$ cat config.mk
export PLATFORM = sky130hd
export DESIGN_NAME = sensor_frame_timer
export DESIGN_NICKNAME = d
export VERILOG_FILES = /design/src/rtl/ftg_pkg.sv /design/src/rtl/ftg_window.sv /design/src/rtl/ftg_datapath.sv /design/src/rtl/ftg_control.sv /design/src/rtl/sensor_frame_timer.sv
export SDC_FILE = /design/constraint.sdc
export NUM_CORES = 1
export LEC_CHECK = 0
export BUFFER_PORTS_ARGS = -buffer_cell sky130_fd_sc_hd__buf_2
export CORE_AREA = 2 2 243 245
export CTS_CLUSTER_SIZE = 40
export DETAILED_ROUTE_END_ITERATION = 12
export DIE_AREA = 0 0 245 247
export PLACE_DENSITY_LB_ADDON = 0.2
export SLEW_MARGIN = 0
export SYNTH_ARGS = -nofsm -noshare
export SYNTH_HDL_FRONTEND = slang
export SYNTH_HIERARCHICAL = 1
export SYNTH_SLANG_ARGS = --single-unit
$ cat constraint.sdc
create_clock -name clk -period 25.6 [get_ports clk]
set_input_delay 5.12 -clock clk [delete_from_list [all_inputs] [get_ports clk]]
set_output_delay 5.12 -clock clk [all_outputs]
set_load 0.005 [all_outputs]
$ cat src/rtl/ftg_pkg.sv
package ftg_pkg;

  typedef enum logic [1:0] {
    ROW_ACTIVE = 2'd0,
    ROW_OB     = 2'd1,
    ROW_EMBED  = 2'd2,
    ROW_BLANK  = 2'd3
  } row_kind_t;

  typedef struct packed {
    logic rowEnd;
    logic loadCfg;
  } ftg_strobe_t;

endpackage

$ cat src/rtl/ftg_window.sv
module ftg_window #(
  parameter int COORD_W = 12,
  parameter int OUT_W   = 16
) (
  input  logic [COORD_W-1:0] first,
  input  logic [COORD_W-1:0] last,
  input  logic [2:0]         inc,
  output logic [OUT_W-1:0]   count
);
  localparam int SPAN_W = COORD_W + 1;

  logic [SPAN_W-1:0] span;
  logic [1:0]        shiftAmt;

  always_comb begin
    span = {1'b0, last} - {1'b0, first} + SPAN_W'(1);
    if (inc >= 3'd7)      shiftAmt = 2'd2;
    else if (inc >= 3'd3) shiftAmt = 2'd1;
    else                  shiftAmt = 2'd0;
    count = OUT_W'(span >> shiftAmt);
  end
endmodule

$ cat src/rtl/ftg_datapath.sv
module ftg_datapath
  import ftg_pkg::*;
#(
  parameter int COORD_W    = 12,
  parameter int LEN_W      = 16,
  parameter int ADC_NORMAL = 1204,
  parameter int ADC_FAST   = 1116,
  parameter int OUT_PAD    = 96,
  parameter int EMBED_ROWS = 2,
  parameter int BLANK_ROWS = 2
) (
  input  logic               clk,
  input  logic               rstN,
  input  logic [COORD_W-1:0] xStart,
  input  logic [COORD_W-1:0] xEnd,
  input  logic [2:0]         xInc,
  input  logic [COORD_W-1:0] yStart,
  input  logic [COORD_W-1:0] yEnd,
  input  logic [2:0]         yInc,
  input  logic               adcFast,
  input  logic [3:0]         obCode,
  input  logic               embedEn,
  input  logic [LEN_W-1:0]   lineLenProg,
  input  logic [LEN_W-1:0]   frameLenProg,
  input  ftg_strobe_t        strobe,
  output logic [LEN_W-1:0]   lineLen,
  output logic [LEN_W-1:0]   frameLen,
  output logic [LEN_W-1:0]   activeCols,
  output logic [LEN_W-1:0]   activeRows,
  output logic [LEN_W-1:0]   obRows,
  output logic               embedOn
);
  localparam int VBLANK_FIXED = EMBED_ROWS + BLANK_ROWS;

  // shadow copies, refreshed in reset and at the frame wrap only
  logic [COORD_W-1:0] sXStart, sXEnd, sYStart, sYEnd;
  logic [2:0]         sXInc, sYInc;
  logic               sAdcFast, sEmbed;
  logic [3:0]         sObCode;
  logic [LEN_W-1:0]   sLineProg, sFrameProg;

  always_ff @(posedge clk) begin
    if (!rstN || strobe.loadCfg) begin
      sXStart    <= xStart;
      sXEnd      <= xEnd;
      sXInc      <= xInc;
      sYStart    <= yStart;
      sYEnd      <= yEnd;
      sYInc      <= yInc;
      sAdcFast   <= adcFast;
      sObCode    <= obCode;
      sEmbed     <= embedEn;
      sLineProg  <= lineLenProg;
      sFrameProg <= frameLenProg;
    end
  end

  logic [LEN_W-1:0] outCols, outRows;

  ftg_window #(.COORD_W(COORD_W), .OUT_W(LEN_W)) uColWin (
    .first(sXStart), .last(sXEnd), .inc(sXInc), .count(outCols)
  );
  ftg_window #(.COORD_W(COORD_W), .OUT_W(LEN_W)) uRowWin (
    .first(sYStart), .last(sYEnd), .inc(sYInc), .count(outRows)
  );

  logic [LEN_W-1:0] adcLim, digLim, ifLim, lineFloor, frameFloor;

  always_comb begin
    adcLim = sAdcFast ? LEN_W'(ADC_FAST) : LEN_W'(ADC_NORMAL);
    digLim = outCols / LEN_W'(3);
    ifLim  = (outCols >> 1) + LEN_W'(OUT_PAD);
    lineFloor = adcLim;
    if (digLim > lineFloor) lineFloor = digLim;
    if (ifLim > lineFloor)  lineFloor = ifLim;
    lineLen = (sLineProg >= lineFloor) ? sLineProg : lineFloor;

    case (sObCode)
      4'h4:    obRows = LEN_W'(4);
      4'h2:    obRows = LEN_W'(2);
      default: obRows = LEN_W'(8);
    endcase
    frameFloor = outRows + obRows + LEN_W'(VBLANK_FIXED);
    frameLen   = (sFrameProg >= frameFloor) ? sFrameProg : frameFloor;

    activeCols = (outCols + LEN_W'(1)) >> 1;
    activeRows = outRows;
    embedOn    = sEmbed;
  end

  // shadow state holds between reload strobes
  a_r11_shadow_hold: assert property (@(posedge clk) disable iff (!rstN)
    !strobe.loadCfg |=> ($stable(sXEnd) && $stable(sYEnd) && $stable(sObCode)
                         && $stable(sLineProg) && $stable(sFrameProg) && $stable(sAdcFast)));
  // a frame reload only comes with a row end
  a_r2_reload_on_row_end: assert property (@(posedge clk) disable iff (!rstN)
    strobe.loadCfg |-> strobe.rowEnd);
  // line length never falls below the fast ADC figure
  a_r3_line_floor: assert property (@(posedge clk) disable iff (!rstN)
    lineLen >= LEN_W'(ADC_FAST));
  // frame always holds active rows plus the whole vertical blanking
  a_r6_frame_floor: assert property (@(posedge clk) disable iff (!rstN)
    frameLen >= activeRows + obRows + LEN_W'(VBLANK_FIXED));
endmodule

$ cat src/rtl/ftg_control.sv
module ftg_control
  import ftg_pkg::*;
#(
  parameter int LEN_W      = 16,
  parameter int EMBED_ROWS = 2
) (
  input  logic             clk,
  input  logic             rstN,
  input  logic [LEN_W-1:0] lineLen,
  input  logic [LEN_W-1:0] frameLen,
  input  logic [LEN_W-1:0] activeCols,
  input  logic [LEN_W-1:0] activeRows,
  input  logic [LEN_W-1:0] obRows,
  input  logic             embedOn,
  output ftg_strobe_t      strobe,
  output logic [LEN_W-1:0] colCnt,
  output logic [LEN_W-1:0] rowCnt,
  output logic             lineValid,
  output logic             frameValid,
  output logic [1:0]       rowType
);
  logic lastCol, lastRow;
  logic [LEN_W-1:0] obEnd, embEnd;
  row_kind_t kind;

  always_comb begin
    lastCol = (colCnt == lineLen - LEN_W'(1));
    lastRow = (rowCnt == frameLen - LEN_W'(1));
    strobe.rowEnd  = lastCol;
    strobe.loadCfg = lastCol && lastRow;
  end

  always_ff @(posedge clk) begin
    if (!rstN) begin
      colCnt <= '0;
      rowCnt <= '0;
    end else if (lastCol) begin
      colCnt <= '0;
      rowCnt <= lastRow ? '0 : rowCnt + LEN_W'(1);
    end else begin
      colCnt <= colCnt + LEN_W'(1);
    end
  end

  always_comb begin
    obEnd  = activeRows + obRows;
    embEnd = obEnd + LEN_W'(EMBED_ROWS);
    if (rowCnt < activeRows)  kind = ROW_ACTIVE;
    else if (rowCnt < obEnd)  kind = ROW_OB;
    else if (rowCnt < embEnd) kind = embedOn ? ROW_EMBED : ROW_BLANK;
    else                      kind = ROW_BLANK;
    rowType    = kind;
    frameValid = (kind == ROW_ACTIVE);
    lineValid  = frameValid && (colCnt < activeCols);
  end

  // column position stays inside the row
  a_r2_col_in_row: assert property (@(posedge clk) disable iff (!rstN)
    colCnt < lineLen);
  // a row end that is not the frame end advances the row by one
  a_r2_row_step: assert property (@(posedge clk) disable iff (!rstN)
    (lastCol && !lastRow) |=> (rowCnt == $past(rowCnt) + LEN_W'(1)));
  // pixel data only inside the active region
  a_r10_line_in_frame: assert property (@(posedge clk) disable iff (!rstN)
    lineValid |-> (frameValid && rowType == 2'd0));
  // embedded code only appears while embedding is on
  a_r9_embed_gate: assert property (@(posedge clk) disable iff (!rstN)
    (rowType == 2'd2) |-> embedOn);
endmodule

$ cat src/rtl/sensor_frame_timer.sv
module sensor_frame_timer
  import ftg_pkg::*;
#(
  parameter int COORD_W    = 12,
  parameter int LEN_W      = 16,
  parameter int ADC_NORMAL = 1204,
  parameter int ADC_FAST   = 1116,
  parameter int OUT_PAD    = 96,
  parameter int EMBED_ROWS = 2,
  parameter int BLANK_ROWS = 2
) (
  input  logic               clk,
  input  logic               rstN,
  input  logic [COORD_W-1:0] xStart,
  input  logic [COORD_W-1:0] xEnd,
  input  logic [2:0]         xInc,
  input  logic [COORD_W-1:0] yStart,
  input  logic [COORD_W-1:0] yEnd,
  input  logic [2:0]         yInc,
  input  logic               adcFast,
  input  logic [3:0]         obCode,
  input  logic               embedEn,
  input  logic [LEN_W-1:0]   lineLenProg,
  input  logic [LEN_W-1:0]   frameLenProg,
  output logic [LEN_W-1:0]   colCnt,
  output logic [LEN_W-1:0]   rowCnt,
  output logic               lineValid,
  output logic               frameValid,
  output logic [1:0]         rowType
);
  ftg_strobe_t      strobe;
  logic [LEN_W-1:0] lineLen, frameLen, activeCols, activeRows, obRows;
  logic             embedOn;

  ftg_datapath #(
    .COORD_W(COORD_W), .LEN_W(LEN_W), .ADC_NORMAL(ADC_NORMAL), .ADC_FAST(ADC_FAST),
    .OUT_PAD(OUT_PAD), .EMBED_ROWS(EMBED_ROWS), .BLANK_ROWS(BLANK_ROWS)
  ) uData (
    .clk(clk), .rstN(rstN),
    .xStart(xStart), .xEnd(xEnd), .xInc(xInc),
    .yStart(yStart), .yEnd(yEnd), .yInc(yInc),
    .adcFast(adcFast), .obCode(obCode), .embedEn(embedEn),
    .lineLenProg(lineLenProg), .frameLenProg(frameLenProg),
    .strobe(strobe),
    .lineLen(lineLen), .frameLen(frameLen), .activeCols(activeCols),
    .activeRows(activeRows), .obRows(obRows), .embedOn(embedOn)
  );

  ftg_control #(.LEN_W(LEN_W), .EMBED_ROWS(EMBED_ROWS)) uCtrl (
    .clk(clk), .rstN(rstN),
    .lineLen(lineLen), .frameLen(frameLen), .activeCols(activeCols),
    .activeRows(activeRows), .obRows(obRows), .embedOn(embedOn),
    .strobe(strobe),
    .colCnt(colCnt), .rowCnt(rowCnt),
    .lineValid(lineValid), .frameValid(frameValid), .rowType(rowType)
  );
endmodule

# Word-level counts from Yosys, hierarchy flattened
# Index checks and enable logic that the tools add are counted.
# totals
in_bits,94
ff_bits,124
elab_cells,67
# classes
reduce_logical,6
addsub,13
order_cmp,12
shift,2
n_bitwise,1
muxes,15
div,1
eq_ne,4
# ops
cell,n
$mux W16,5
$add A16 B1 Y16 const B,3
$lt A16 B16 Y1,3
$eq A16 B16 Y1,2
$ge A16 B16 Y1,2
$gt A16 B16 Y1,2
$shr A13 B2 Y16,2
$sub A16 B1 Y16 const B,2
$add A13 B1 Y13 const B,2
$sub A12 B12 Y13,2
$add A15 B7 Y16 const B,1
$add A16 B2 Y16 const B,1
$add A16 B3 Y16 const B,1
$add A16 B4 Y16,1
$div A16 B2 Y16 const B,1
$lt A16 B15 Y1,1
$mux W2,5
$mux W8,1
$pmux W4 S2,1
$ge A3 B2 Y1 const B,2
$ge A3 B3 Y1 const B,2
$eq A4 B2 Y1 const B,1
$eq A4 B3 Y1 const B,1
$mux W1,3
6 further kinds,7

# Logic depth before layout (Yosys ltp)
# Gate-level depths: netlist of the first run.
# logic_depth
depth_word,15
depth_mapped,74
depth_no_buf,67

# Modules after synthesis
# Netlist of the first run, hierarchy kept.
# modules_own_cells
mod,cells_each,seq_area_each_um2,area_each_um2,instances
ftg_datapath,746,2762.6,7218.2,1
ftg_control,653,640.6,5022.3,1
ftg_window,133,0.0,1054.8,2

# Worst setup path before layout of the first run
# Ideal clock, no wire load.
# synth_timing
path_type,flip-flop to flip-flop
from,register uData.sXStart[1]
to,"register uData.sEmbed (netlist: uData/embedOn), enable pin"
path_stages_with_launch,66
path_buffers,6
synth_period_minus_slack_ns,15.918
setup_time_ns,0.466
t_arrival_ns,15.452
setup_slack_ns,9.682
cell_sequence,edfxtp_1 -> ha_1 -> inv_1 -> ha_1 -> fa_1 -> a21o_2 -> a221oi_4 -> o2111a_2 -> a211oi_1 -> mux2_4 -> mux2i_1 -> nor2b_4 -> or2_0 -> o32ai_2 -> or2_0 -> buf_4 -> buf_6 -> nor3_2 -> (+30 left out) -> nor2b_1 -> o21ai_0 -> a211o_1 -> a32oi_1 -> clkbuf_1 -> clkbuf_1 -> nand2_1 -> o21ai_1 -> inv_1 -> ha_1 -> or4b_1 -> clkbuf_1 -> or4_4 -> or3_4 -> a2111oi_4 -> nand2_2 -> nor2_1 -> nand2b_1
# synth_rtl
item,line_no,rtl
from (decl),ftg_datapath.sv:36,"logic [COORD_W-1:0] sXStart, sXEnd, sYStart, sYEnd;"
from (signal assigned),ftg_datapath.sv:44,sXStart <= xStart;
to (signal assigned),ftg_datapath.sv:52,sEmbed <= embedEn;
to (decl),ftg_datapath.sv:38,"logic sAdcFast, sEmbed;"

==> impl_results.md, run 1 <==
* Antenna violations before repair at 4
* TritonCTS clock tree: done
* Layout area overhead at 13.7%
* Placed cells at 2526
* Summed instance area of the synthesized netlist at 0.0143 mm^2
* Final Hold Violating Endpoints at 0
* Number of DRC violations after detailed routing at 0
* Violation count after the first detailed-route iteration at 602
* Die ar. at 0.0605 mm^2
* Worst reg2reg path endpoint: uData/sXEnd[1]$_DFFE_PP_
* Peak per-stage delay on the critical path at 0.69 ns
* Fraction of layout instances using a drive strength above 1 at 0.147
* Final Non-Filler Cells at roughly 2600
* Total track usage at 0.142
* Design Area, Final at 0.0163 mm^2
* Endpoint kind of the worst setup timing path: flop
* Count of clock tree sinks at approximately 120
* Postcts setup bufs at 0
* Detail Route Antenna Nets at 0
* Post-layout min period at 16.60 ns
* Final total power at 1.62 mW
* Power density relative to cell area at around 99 mW/mm^2
* Worst slew pin tran at 1.05 ns
* Required time at the worst-slack endpoint at between 20 and 30 ns
* Share of the clock period used by the worst path after layout at 0.649
* Minimum setup slack in the final design at 9.00 ns
* Number of maximum-capacitance constraint violations at 0
* Die width at 245 um
* Final net count at 2057
* Beginning of the worst register-to-register path: uData/sXStart[1]$_DFFE_PP_
* Post-DP HPWL at 34000 um
* Final core utilization at 0.280
* CTS clk-pin slew, worst paths at approximately 0.060 ns
* Met2 WL post-DR at approximately 20000 um
* Die extent in y at 247 um
* Worst hold-check path type: reg -> reg
* Worst R2R Setup Slack at 9.00 ns
* Total iterations of the first detailed-routing run at 5
* Origin of the worst min-delay path: uCtrl/colCnt[0]$_SDFF_PP0_
* Most repeated library cell on the critical path: a21o_1
* Worst skew pair latency at 0.46 ns
* Peak Freq at 60.2 MHz
* Vias in the first global route at between 10000 and 15000
* Number of port buffers at approximately 130
* Wire length of the first global-routing pass at a little under 70000 um
* Leftover overflow at the end of global routing at 0
* Largest net degree at the start of global routing at 62
* Clock Skew at 0.0126 ns
* Dpl ws at approximately 9 ns
* Cts bufs inserted at 17
* Diodes inserted at 0
* Classification of the worst setup path: reg -> reg
* Filler cell count at 6278
* Count of cells resized by post-cts repair at 0
* Reg2reg path depth at 66
* Hold slack at ~0.6 ns
* YS warnings at 6
* Vias per cell at 4.84
* Wirelength, routed at 42200 um
* Post-synthesis area per instance at 8.62 um^2
* Total of endpoints with negative setup slack in the final report at 0
* Critical-path cell with the highest stage delay: or2_0
* Row Count at just under 90
* Avg WL per Cell at 16.5 um
* Gp weighted congestion at 0.861
* Slew Viols, Final at 0
* H-Tree Depth at 4
* Sort of element at the start of the critical path: flop
* Status: complete, no violations
* Clock root buffer master: clkbuf_16
* Top-level port count at 130
* Maximum count of clock buffers along a single path at 2
* Cell Area, Placed at 0.0157 mm^2
* Hold buffers post-CTS at 0
* TNS Setup at 0 ns
* Maximum fanout along the worst path at 61
* Highest layer used for signal routing: met4
* Total number of vias at 12392
* Setup repair after global routing missed its margin: false
* Total leakage power at 7.14 nW
* Number of standard cells after synthesis at 1664
* Effective utilization at floorplan at 0.246
* Amount of wire on met3 after detailed routing at 1570 um
* M1 WL at approximately 20000 um
* Peak supply drop at 53.1 uV
* Arrival time reported for the critical path endpoint at 16.68 ns
* Hold Path Stages at 1
* Core area at 0.0582 mm^2
* Worst min-delay path endpoint: uCtrl/colCnt[0]$_SDFF_PP0_
* Slew margin rel. at 0.295
[where the power goes]
group          internal, mW  total (mW)  switching, mW  leakage [nW]
logic                 0.447        1.13          0.680          5.70
clock network         0.145       0.249          0.105         0.288
registers             0.230       0.239        0.00932          1.16
total                 0.822        1.62          0.794          7.14
[state kept, by name, summed over array words and instances, names as in the netlist]
name,cells
uData/sLineProg,16
uData/sXStart,12
uData/sXEnd,12
uData/sAdcFast,1
uCtrl/rowCnt,16
uCtrl/colCnt,16
uData/sYInc,3
uData/sObCode,4
uData/embedOn,1
uData/sFrameProg,16
uData/sYEnd,12
uData/sYStart,12
uData/sXInc,3
[placed cells by master, fill, tap and decap left out, types with 20 or more instances in the layout]
cell and n:
a211oi_1 22, a21o_1 48, a21oi_1 87, buf_2 129, buf_4 20, conb_1 20
dfxtp_1 32, edfxtp_1 92, ha_1 187, inv_1 128, mux2i_1 56, nand2_1 100
nand2b_1 21, nand3_1 63, nand4_1 22, nor2_1 126, nor3_1 50, o21ai_0 80
xnor2_1 71, xor2_1 65
[critical path, delay by kind of cell, from the launching register on]
kind,cells,cell delay [ns]
adders and majority gates,7,1.94
DFF,1,0.37
buffers and inverters,7,1.54
and+or+nand+nor,11,3.48
AOI/OAI and AO/OA,37,7.68
muxes,4,1.13
[metal layers]
| layer | GRT usage | up-vias |
|---|---|---|
| met5 | 0 | - |
| met4 | 0.0450 | 0 |
| met3 | 0.0219 | 41 |
| met2 | 0.243 | 236 |
| met1 | 0.181 | 5829 |
| li1 | - | 6286 |
[area by class of cell]
cell class	instances	area [um^2]	area share
multi-input cells	1347	10100	0.617
clock inverters	15	163	0.00997
inverters	133	499	0.0306
well taps	773	967	0.0593
repair buffers	149	796	0.0488
clock buffers	17	425	0.0261
flip-flops and latches	124	3400	0.209
[worst max-delay path by stage]
stage,startpoint,end,slack (ns),cells after the start
global route,uData/sXStart[1]$_DFFE_PP_,uData/sXEnd[2]$_DFFE_PP_,7.58,67
detailed placement,uData/sXStart[1]$_DFFE_PP_,uData/sXStart[0]$_DFFE_PP_,8.98,67
floorplan,uData/sXStart[1]$_DFFE_PP_,uData/embedOn$_DFFE_PP_,9.68,65
finish,uData/sXStart[1]$_DFFE_PP_,uData/sXEnd[1]$_DFFE_PP_,9.00,66
CTS,uData/sXStart[1]$_DFFE_PP_,uData/sXEnd[1]$_DFFE_PP_,8.87,67
global placement,uData/sXStart[1]$_DFFE_PP_,uData/sXEnd[0]$_DFFE_PP_,9.25,66
No activity file was read; power rests on OpenSTA's default activity.
==> run 2: changes to the inputs <==
==> constraint.sdc (replaced) <==
create_clock -name clk -period 15.4 [get_ports clk]
set_input_delay 3.08 -clock clk [delete_from_list [all_inputs] [get_ports clk]]
set_output_delay 3.08 -clock clk [all_outputs]
set_load 0.005 [all_outputs]
==> impl_results.md, run 2 (same netlist as run 1, synthesis figures left out) <==
* Worst slew pin tran at around 1.1 ns
* Number of port buffers at 129
* Effective utilization at floorplan at 0.246
* Post-DP HPWL at around 34000 um
* Status: complete, no violations
* Diodes inserted at 0
* Top-level port count at 130
* Combinational share of power at 0.711
* Antenna violations before repair at 0
* Wirelength, routed at 43200 um
* Cell Area, Placed at roughly 0.016 mm^2
* Dpl ws at -0.170 ns
* Most common cell after layout, fill and taps aside: ha_1
* Largest net degree at the start of global routing at 27
* Slew Viols, Final at 0
* Total leakage power at 7.31 nW
* Maximum count of clock buffers along a single path at 2
* Arrival time reported for the critical path endpoint at around 15 ns
* Net switching fraction of the power at 0.487
* Worst skew pair latency at 0.46 ns
* Vias per cell at 4.88
* Total of endpoints with negative setup slack in the final report at 0
* Total track usage at 0.143
* Share of the clock period used by the worst path after layout at 0.947
* Core area at between 0.05 and 0.06 mm^2
* Peak Freq at 68.6 MHz
* Number of DRC violations after detailed routing at 0
* Wire length of the first global-routing pass at 67700 um
* Minimum setup slack in the final design at 0.819 ns
* Cts bufs inserted at 17
* Classification of the worst setup path: reg -> reg
* Die width at ~250 um
* Row Count at 89
* Peak per-stage delay on the critical path at 0.60 ns
* Violation count after the first detailed-route iteration at between 600 and 700
* H-Tree Depth at 4
* Layout area overhead at 16.4%
* Peak supply drop at roughly 90 uV
* Maximum fanout along the worst path at 26
* Cell type group with the largest total delay on the critical path: compound AO/OA/AOI/OAI gates
* Commonest non-fill, non-tap cells in the layout: 187 x ha_1, 129 x buf_2, 128 x inv_1
* Vias in the first global route at 12342
* Final net count at 2084
* Die extent in y at 247 um
* Leftover overflow at the end of global routing at 0
* Final Hold Violating Endpoints at 0
* Hold buffers post-CTS at 0
* Total number of vias at 12607
* Endpoint kind of the worst setup timing path: flop
* Gp weighted congestion at 0.844
* Total iterations of the first detailed-routing run at 5
* Most repeated library cell on the critical path: a21o_1
* Slew margin rel. at 0.246
* Required time at the worst-slack endpoint at between 15 and 20 ns
* Net switching power at about 1.3 mW
* Sort of element at the start of the critical path: flop
* Final core utilization at 0.287
* CTS clk-pin slew, worst paths at ~0.060 ns
* Fraction of layout instances using a drive strength above 1 at 0.170
* Avg WL per Cell at 16.7 um
* Cell Int Power at 1.42 mW
* Clock root buffer master: clkbuf_16
* Die ar. at between 0.06 and 0.07 mm^2
* TritonCTS clock tree: done
* Final total power at 2.77 mW
* Share of power burned in registers at 0.143
* Count of clock tree sinks at 124
* Number of maximum-capacitance constraint violations at 0
* Design Area, Final at 0.0167 mm^2
* Share of power burned in the clock network at 0.146
* Post-layout min period at 14.58 ns
* Detail Route Antenna Nets at 0
* Setup repair after global routing missed its margin: false
* Clock Skew at 0.0145 ns
* Worst hold-check path type: reg -> reg
* Critical-path cell with the highest stage delay: or4_4
* Buf+Inv Stages, Crit Path at 3
* Power density relative to cell area at between 150 and 200 mW/mm^2
[run 2: cell types whose count changed in the layout (fill, tap and decap cells not counted), moves of 3 or more]
cell / before / now
buf_4: 20 / 38
mux2i_1: 56 / 52
buf_12: 0 / 3
buf_6: 0 / 3
clkinv_4: 4 / 1
clkinvlp_4: 1 / 4
mux2i_2: 1 / 4
o21ai_0: 80 / 77
o21ai_1: 6 / 9
[run 2: what timing repair did]
action / in CTS / in global routing
buffers inserted: 1 / 4
endpoints found under the setup margin: 92 / 124
gates resized for setup: 5 / 28
gates cloned: 1 / 2
pin swaps: 1 / 6
[run 2: final cells by class]
class                      instances  area (um^2)
sequential                       124         3400
multi-input combinational       1349        10200
clock inverter                    14          144
tap                              773          967
inverter                         133          499
clock buffer                      17          425
fill                            6225        41500
timing repair buffer             174         1050
[run 2: power groups by stage]
stage	combinational (mW)	clock (mW)	sequential (mW)
2_1_floorplan	1.45	0	0.396
3_3_place_gp	1.88	0	0.405
3_5_place_dp	1.89	0	0.404
4_1_cts	1.91	0.419	0.398
5_1_grt	2.21	0.430	0.399
6_report	1.97	0.404	0.397
[run 2: stage by stage]
stage / hold WS [ns] / TNS, ns / cells
floorplan: 0.483 / 0 / 1681
global placement: 0.579 / 0 / 2545
detailed placement: 0.587 / -11.66 / 2545
CTS: 0.602 / 0 / 2578
global route: 0.627 / 0 / 2584
finish: 0.596 / 0 / 2584
[run 2: path summary, 6_finish.rpt]
path | start | endpoint | slack, ns | cells past startpoint
hold reg to reg | uCtrl/colCnt[0]$_SDFF_PP0_ | uCtrl/colCnt[0]$_SDFF_PP0_ | 0.60 | 1
setup reg to reg | uData/sXStart[1]$_DFFE_PP_ | uData/sFrameProg[0]$_DFFE_PP_ | 0.82 | 60
hold / removal | uCtrl/colCnt[0]$_SDFF_PP0_ | uCtrl/colCnt[0]$_SDFF_PP0_ | 0.60 | 1
setup / recovery | uData/sXStart[1]$_DFFE_PP_ | uData/sFrameProg[0]$_DFFE_PP_ | 0.82 | 60
[run 2: metal layers]
| layer | global-route usage | up-vias | wire length, um |
|---|---|---|---|
| met2 | 0.244 | 235 | 20600 |
| met4 | 0.0516 | 0 | 860 |
| li1 | - | 6347 | - |
| met5 | 0 | - | 0 |
| met3 | 0.0230 | 35 | 1510 |
| met1 | 0.181 | 5990 | 20300 |
